### src/rtl/rfilt2d.sv
module rfilt2d #(
  parameter int DW   = 16,
  parameter int CF   = 14,
  parameter int ROWS = 8,
  parameter int COLS = 8,
  localparam int RW  = $clog2(ROWS + 1),
  localparam int CW  = $clog2(COLS + 1)
) (
  input  logic                 clk,
  input  logic                 rst,
  input  logic                 in_valid,
  input  logic [RW-1:0]        in_row,
  input  logic [CW-1:0]        in_col,
  input  logic signed [DW-1:0] in_x,
  input  logic signed [DW-1:0] coef_up,
  input  logic signed [DW-1:0] coef_left,
  output logic                 out_valid,
  output logic signed [DW-1:0] out_y,
  output logic                 out_last
);

  localparam int PW = 2 * DW + 1;
  localparam int AW = (COLS > 1) ? $clog2(COLS) : 1;
  localparam logic signed [PW-1:0] RND  = PW'(1) <<< (CF - 1);
  localparam logic signed [PW-1:0] MAXV = PW'((2 ** (DW - 1)) - 1);
  localparam logic signed [PW-1:0] MINV = -PW'(2 ** (DW - 1));

  function automatic logic signed [DW-1:0] clip(input logic signed [PW-1:0] v);
    if (v > MAXV) return MAXV[DW-1:0];
    if (v < MINV) return MINV[DW-1:0];
    return v[DW-1:0];
  endfunction

  logic                 s_v;
  logic [RW-1:0]        s_row;
  logic [CW-1:0]        s_col;
  logic signed [DW-1:0] s_x, s_cu, s_cl;
  logic signed [DW-1:0] rowbuf [COLS];

  logic [AW-1:0]        col_ix;
  logic signed [DW-1:0] up_v, left_v, b_op, c_op, y_next;
  logic signed [PW-1:0] b_full, c_full, d_sum, a_sum;

  always_ff @(posedge clk) begin
    if (rst) begin
      s_v   <= 1'b0;
      s_row <= '0;
      s_col <= '0;
      s_x   <= '0;
      s_cu  <= '0;
      s_cl  <= '0;
    end else begin
      s_v <= in_valid;
      if (in_valid) begin
        s_row <= in_row;
        s_col <= in_col;
        s_x   <= in_x;
        s_cu  <= coef_up;
        s_cl  <= coef_left;
      end
    end
  end

  assign col_ix = AW'(s_col - CW'(1));
  assign up_v   = (s_row == RW'(1)) ? '0 : rowbuf[col_ix];
  assign left_v = (s_col == CW'(1)) ? '0 : out_y;

  assign b_full = (PW'(s_cu) * PW'(up_v) + RND) >>> CF;
  assign c_full = (PW'(s_cl) * PW'(left_v) + RND) >>> CF;
  assign b_op   = clip(b_full);
  assign c_op   = clip(c_full);
  assign d_sum  = PW'(b_op) + PW'(c_op);
  assign a_sum  = PW'(s_x) + d_sum;
  assign y_next = clip(a_sum);

  always_ff @(posedge clk) begin
    if (s_v) rowbuf[col_ix] <= y_next;
  end

  always_ff @(posedge clk) begin
    if (rst) begin
      out_valid <= 1'b0;
      out_y     <= '0;
      out_last  <= 1'b0;
    end else begin
      out_valid <= s_v;
      out_last  <= s_v && (s_row == RW'(ROWS)) && (s_col == CW'(COLS));
      if (s_v) out_y <= y_next;
    end
  end

  AST_RESULT_FOLLOWS: assert property (@(posedge clk) disable iff (rst)
    in_valid |=> ##1 out_valid);
  AST_NO_SPURIOUS: assert property (@(posedge clk) disable iff (rst)
    !in_valid |=> ##1 !out_valid);
  AST_HOLD_IDLE: assert property (@(posedge clk) disable iff (rst)
    !s_v |=> $stable(out_y));
  AST_LAST_WITH_VALID: assert property (@(posedge clk) disable iff (rst)
    out_last |-> out_valid);

endmodule

### config.mk
export PLATFORM = sky130hd
export DESIGN_NAME = rfilt2d
export DESIGN_NICKNAME = d
export VERILOG_FILES = /design/src/rtl/rfilt2d.sv
export SDC_FILE = /design/constraint.sdc
export NUM_CORES = 2
export LEC_CHECK = 0
export BUFFER_PORTS_ARGS = -buffer_cell sky130_fd_sc_hd__buf_2
export CAP_MARGIN = 10
export CORE_AREA = 2 2 183 364
export DETAILED_ROUTE_END_ITERATION = 7
export DIE_AREA = 0 0 185 366
export PLACE_DENSITY = 0.68
export SYNTH_ARGS = -nofsm -noshare
export SYNTH_HDL_FRONTEND = slang
export SYNTH_SLANG_ARGS = --single-unit
export TNS_END_PERCENT = 1
### constraint.sdc
create_clock -name clk -period 14.5 [get_ports clk]
set_input_delay 1.45 -clock clk [delete_from_list [all_inputs] [get_ports clk]]
set_output_delay 1.45 -clock clk [all_outputs]
set_load 0.02 [all_outputs]
# Yosys cells after proc, flatten, opt, wreduce, memory -nomap -nowiden
# Memory sizes are Yosys's and may differ from the RTL's.
# Index checks and enable logic that the tools add are counted.
# totals
word_cells	54
register_bits	75
ram_bits	128
output_inout_bits	18
memories	1
input_bits	59
# classes
n_mul	2
reduce_logical	2
n_eq_ne	4
n_addsub	5
order_cmp	6
mux	25
# memory_table
name	depth	width	rd	rd_clocked_by_memory_dff	wr	line_no	source
rowbuf	8	16	1	0	1	38	logic signed [DW-1:0] rowbuf [COLS];
# ops
op	n
16-bit two-way mux	14
32-bit by 15-bit adder with 33-bit output (second input constant)	2
16-bit by 16-bit multiplier with 32-bit output	2
19-bit by 16-bit > comparator with 1-bit output (second input constant)	2
19-bit by 16-bit < comparator with 1-bit output (second input constant)	2
16-bit by 17-bit adder with 18-bit output	1
18-bit by 16-bit > comparator with 1-bit output (second input constant)	1
18-bit by 16-bit < comparator with 1-bit output (second input constant)	1
16-bit by 16-bit adder with 17-bit output	1
1-bit two-way mux	11
4-bit by 1-bit equality test with 1-bit output (second input constant)	2
4-bit equality test (second input constant)	2
3-bit by 1-bit subtractor with 3-bit output (second input constant)	1
1-bit logical AND	2

# Logic depth before layout (Yosys ltp)
# An unclocked memory read counts as a cell.
# depth
depth_word	17
mapped_depth	50
depth_no_buf	43

# Worst setup path before layout
# Ideal clock, no wire load.
# synth_timing
path_kind	register -> register
from	register s_col[0]
to	memory rowbuf[0][3] (data pin)
setup_ns	0.265
required_time_ns	14.235
stages_incl_launch_ff	46
t_arrival_ns	11.864
n_path_buf	7
slack_ns	2.371
synth_period_minus_slack_ns	12.129
cell_sequence	dfxtp_1 buf_2 buf_1 inv_1 ha_1 clkbuf_1 buf_1 mux4_2 nand2_1 a21oi_1 clkbuf_1 nand2_1 inv_1 fa_1 inv_1 fa_1 inv_1 fa_1 [... 10 more ...] a311oi_1 o21ai_0 a21o_1 xnor2_1 a31oi_2 o21a_1 fa_1 ha_1 fa_1 a21o_1 a21oi_1 o21ai_0 a31o_2 a31oi_1 nand2_1 o221a_2 clkbuf_1 o21ai_0
# synth_between
elab_chain_len	17
word_cells_on_any_way	35
classes_between	add/sub: 5; mul: 2; order compare: 6; eq/ne: 1; mux: 20; memory: 1
# synth_rtl
item	line_no	source
start: declaration	36	logic [CW-1:0] s_col;
start signal: assignment	56	s_col <= in_col;
3-bit by 1-bit subtractor with 3-bit output	64	assign col_ix = AW'(s_col - CW'(1));
memory read 8 x 16 bit	n/a	
16-bit two-way mux	65	assign up_v = (s_row == RW'(1)) ? '0 : rowbuf[col_ix];
16-bit by 16-bit multiplier with 32-bit output	68	assign b_full = (PW'(s_cu) * PW'(up_v) + RND) >>> CF;
32-bit by 15-bit adder with 33-bit output	68	
19-bit by 16-bit < comparator with 1-bit output	30	if (v < MINV) return MINV[DW-1:0];
1-bit two-way mux (2 in a row)	30	
16-bit two-way mux	31	return v[DW-1:0];
16-bit two-way mux	30	
16-bit by 16-bit adder with 17-bit output *	72	assign d_sum = PW'(b_op) + PW'(c_op);
16-bit by 17-bit adder with 18-bit output *	73	assign a_sum = PW'(s_x) + d_sum;
18-bit by 16-bit < comparator with 1-bit output	30	
1-bit two-way mux (2 in a row)	30	
16-bit two-way mux	31	
16-bit two-way mux *	30	
net y_next[3]	41	logic signed [DW-1:0] up_v, left_v, b_op, c_op, y_next;
end: declaration	38	
# The timed path passes the listed nets; every way through them passes the cells marked *. The select of a mux whose other input is x is not followed.

# Worst setup path after layout
# layout_timing
from	register s_col[0]
to	register out_y[1]
# layout_between
elab_chain_len	17
word_cells_on_any_way	35
classes_between	add/sub: 5; mul: 2; order compare: 6; eq/ne: 1; mux: 20; memory: 1
# layout_rtl
item	line_no	source
3-bit by 1-bit subtractor with 3-bit output	64	
memory read 8 x 16 bit	n/a	
16-bit two-way mux	65	
16-bit by 16-bit multiplier with 32-bit output	68	
32-bit by 15-bit adder with 33-bit output	68	
19-bit by 16-bit < comparator with 1-bit output	30	
1-bit two-way mux (2 in a row)	30	
16-bit two-way mux	31	
16-bit two-way mux	30	
16-bit by 16-bit adder with 17-bit output *	72	
16-bit by 17-bit adder with 18-bit output *	73	
18-bit by 16-bit < comparator with 1-bit output	30	
1-bit two-way mux (2 in a row)	30	
16-bit two-way mux	31	
16-bit two-way mux *	30	
end signal: assignment	88	if (s_v) out_y <= y_next;
end: declaration	18	output logic signed [DW-1:0] out_y,
# Every way passes the cells marked *; elsewhere a longest branch is shown, timed or not. The select of a mux whose other input is x is not followed.
# A chain may end at the register's enable or synchronous reset.

==> summary by stage <==
Synthesis
The number of synthesized register bits is just over 200. The post-synthesis async set-or-reset flop share is 0%. The number of nets in the synthesized netlist is 3688.

The number of instances in the synthesized netlist is between 2000 and 3000. The xor and xnor area share after synthesis is around 2.1%. For this run, the number of Yosys warnings is 0.

The synthesized area per cell is between 9 and 10 sq um. After synthesis, the largest family of logic cells by area is adder cells. The number of enable flip-flop cells after synthesis is 128.

Among all flip-flop cells after synthesis, the most frequent one is sky130_fd_sc_hd__edfxtp_1. The part of the Yosys area used for sequential elements is around 18%. The post-synthesis adder-cell area fraction is between 40% and 50%.

The netlist area before placement is around 0.029 sq mm. The synthesized netlist devotes 13.14% of its cell area to simple gates. The multiplexer fraction of the synthesized cell area is between 4 and 5%. Summing the areas of all compound-gate instances in the mapped netlist gives under 10% of the synthesized area. Counting distinct cell types in the post-synthesis netlist gives 70.

Clocking
The number of clock buffers added by TritonCTS is 22. The tree is rooted in a sky130_fd_sc_hd__clkbuf_16. Clock-pin slew was measured on the worst setup and hold paths at about 0.070 ns. The insertion delay of the later-clocked pin in the worst-skew pair is roughly 0.56 ns. After clock tree synthesis, the setup repair step added 0 buffers. TritonCTS built the clock tree. The number of H-tree branching levels is 1. The post-cts hold buffer count is 0.

The tree built by TritonCTS fans out to 203 sinks. The number of cells upsized or downsized after cts is 0. In this run the deepest clock path goes through 3 buffers.

Cells and area
Cells with a size suffix above 1 make up 7.827% of the layout. The area growth from synthesis to layout is 7.702%. The library cell used most frequently in the layout, excluding fill and tap cells, is sky130_fd_sc_hd__inv_1.

The number of nets in the finished design is 3733. The top cell types in the final layout, fill and taps aside, are 643 x sky130_fd_sc_hd__inv_1, 551 x sky130_fd_sc_hd__fa_1, 336 x sky130_fd_sc_hd__nand2_1. The count of filler cells inserted in the layout is 6133.

Flow run
Across the run, the number of max-cap violations was 0.

Critical path
The delay contributed by the slowest stage of the critical path is 0.91 ns. The setup path with the least slack is of type reg -> reg. The slowest stage of the critical path is the sky130_fd_sc_hd__ha_1 cell.

The cell that appears most often on the critical path is sky130_fd_sc_hd__fa_1. For the worst setup path, the data required time is between 10 and 15 ns. The endpoint type of the worst setup path is a flop. The nature of the critical path startpoint is a flop. STA puts the critical path data arrival time at between 10 and 15 ns. The worst-path maximum fanout is 22.

STA
The clock tree skew after final layout is slightly below 0.05 ns. Setup repair after global routing left no endpoint under its margin. In the finished design, the share of the clock period the worst path needs comes to roughly 90%.

The minimum clock period after layout is between 10 and 15 ns. Setup violations remaining at the end of the flow were counted as 0. The hold violation count in the final report came to 0. The count of pins over their slew limit is 0. For this run, the top clock speed supported by timing is between 70 and 80 MHz.

The final worst-path setup slack is approximately 1.2 ns. The actual transition at the worst max-transition pin is 1.032 ns. In the final timing run, aggregate negative setup slack is 0 ns.

The relative slew slack is 30.93%.

Place
The setup slack after placement is 1.205 ns. The half-perimeter wire length after detailed placement is approximately 67000 um. The count of buffers inserted at the top-level ports is 76. The routability-driven placement congestion ratio is slightly below 1.

Global route
Global routing finished with a remaining overflow of 0. The overall global routing resource usage is 24.39%. The initial antenna violation count is 3. Global routing used under 10% of the available met3 tracks. In the global route stage, met1 resource usage came out at a little under a quarter. The number of global-route vias before repair was between 20000 and 25000. Global routing used between 40% and 50% of the available met2 tracks. Entering global routing, the biggest net connects around 60 pins. The wire length of the first global-routing pass is approximately 120000 um. The global routing stage identified its most utilized layer as met2.

Die
In this run the count of I/O pins placed on the die edge is between 70 and 80. After floorplanning, the core was sized to cover 0.06474 sq mm. The die outline height is about 370 um.

The initialized floorplan defines ~130 standard-cell rows. The die outline area is between 0.06 and 0.07 sq mm. For this configuration, the core starts out at a cell density of around 45%. The floorplan step set the die width to ~190 um.

Route
Dividing the detail-routed wire length by the instance count gives 20.76 um. The mean number of vias per cell is 5.343. The number of nets with antenna violations after routing is 0.

The first-pass detailed-route iteration total is 5. Summed over all layers, the routed wires come to 79680 um. The total number of vias is 20510. After the first detailed-routing iteration, the DRC count stood at 1168. For this run, design rule violations remaining after detail routing come to 0.

Status
The run finished with clean final reports.

Min path
The min-delay analysis places its worst path in the category reg -> reg.
## kinds of logic (layout without fill, tap and decap cells)
logic type | after synthesis | count (layout)
fa+ha+maj | 726 | 726
simple gates | 792 | 792
mux | 88 | 88
buf+inv | 750 | 811
xor+xnor | 68 | 68
other cells | 0 | 3
compound gates | 276 | 276
flops | 203 | 203
## registers in the layout, indices dropped and copies added, names as in the netlist
name       flops
s_cl          16
s_v            1
s_row          4
s_x           16
s_cu          16
s_col          4
rowbuf       128
out_valid      1
out_last       1
out_y         16
## worst max-delay path, delay by kind of cell, from the launching register on
| kind | cells | cell delay, ns |
|---|---|---|
| AOI/OAI and AO/OA | 17 | 5.31 |
| xor gates and xnor gates | 1 | 0.24 |
| adders and majority gates | 11 | 5.41 |
| buffers and inverters | 6 | 0.61 |
| DFF | 1 | 0.33 |
| muxes | 1 | 0.35 |
| and+or+nand+nor | 4 | 0.83 |
## layout make-up
type	count	area, sq um	share of cell area, %
clock inverter	12	170.2	0.5464
antenna	3	7.507	0.02411
clock buffer	28	573.1	1.840
timing repair buffer	128	773.2	2.483
sequential	203	5346	17.17
inverter	643	2414	7.750
tap	871	1090	3.499
multi-input combinational	1950	20770	66.69
## worst paths after layout
| check | from | end | slack, ns | cells past startpoint |
|---|---|---|---|---|
| min | s_row[0] | out_last | 0.47 | 1 |
| max | s_col[0] | out_y[1] | 1.23 | 40 |
| max reg2reg | s_col[0] | out_y[1] | 1.23 | 40 |
| min reg2reg | s_row[0] | out_last | 0.47 | 1 |
## Yosys cell counts (44+ instances only)
cell / number / area [sq um]
sky130_fd_sc_hd__edfxtp_1: 128 / 3844
sky130_fd_sc_hd__mux2i_1: 56 / 560.5
sky130_fd_sc_hd__xnor2_1: 44 / 385.4
sky130_fd_sc_hd__clkbuf_1: 95 / 356.6
sky130_fd_sc_hd__nand2_1: 336 / 1261
sky130_fd_sc_hd__ha_1: 175 / 2190
sky130_fd_sc_hd__dfxtp_1: 75 / 1501
sky130_fd_sc_hd__fa_1: 551 / 11030
sky130_fd_sc_hd__o21ai_0: 47 / 235.2
sky130_fd_sc_hd__a21oi_1: 79 / 395.4
sky130_fd_sc_hd__inv_1: 643 / 2414
sky130_fd_sc_hd__and2_1: 224 / 1401
sky130_fd_sc_hd__nor2_1: 130 / 488.0
## metal layers
layer,vias up,wire length [um]
li1,9012,-
met1,10490,25090
met2,685,44160
met3,315,3826
met4,2,6589
met5,-,10
## metrics by stage
stage	hold WS (ns)	std cells	util, %	area, sq um
after global placement	0.4557	3794	46.93	30380
after floorplan	0.4110	2903	-	28920
final	0.4686	3838	48.10	31140
after global routing	0.4985	3836	48.09	31140
after detailed placement	0.4603	3794	46.93	30380
after CTS	0.4772	3834	48.08	31130
Power is left out: the tool's default activity adds up to more than one toggle a clock period on the data nets, which glitch-free logic cannot reach.
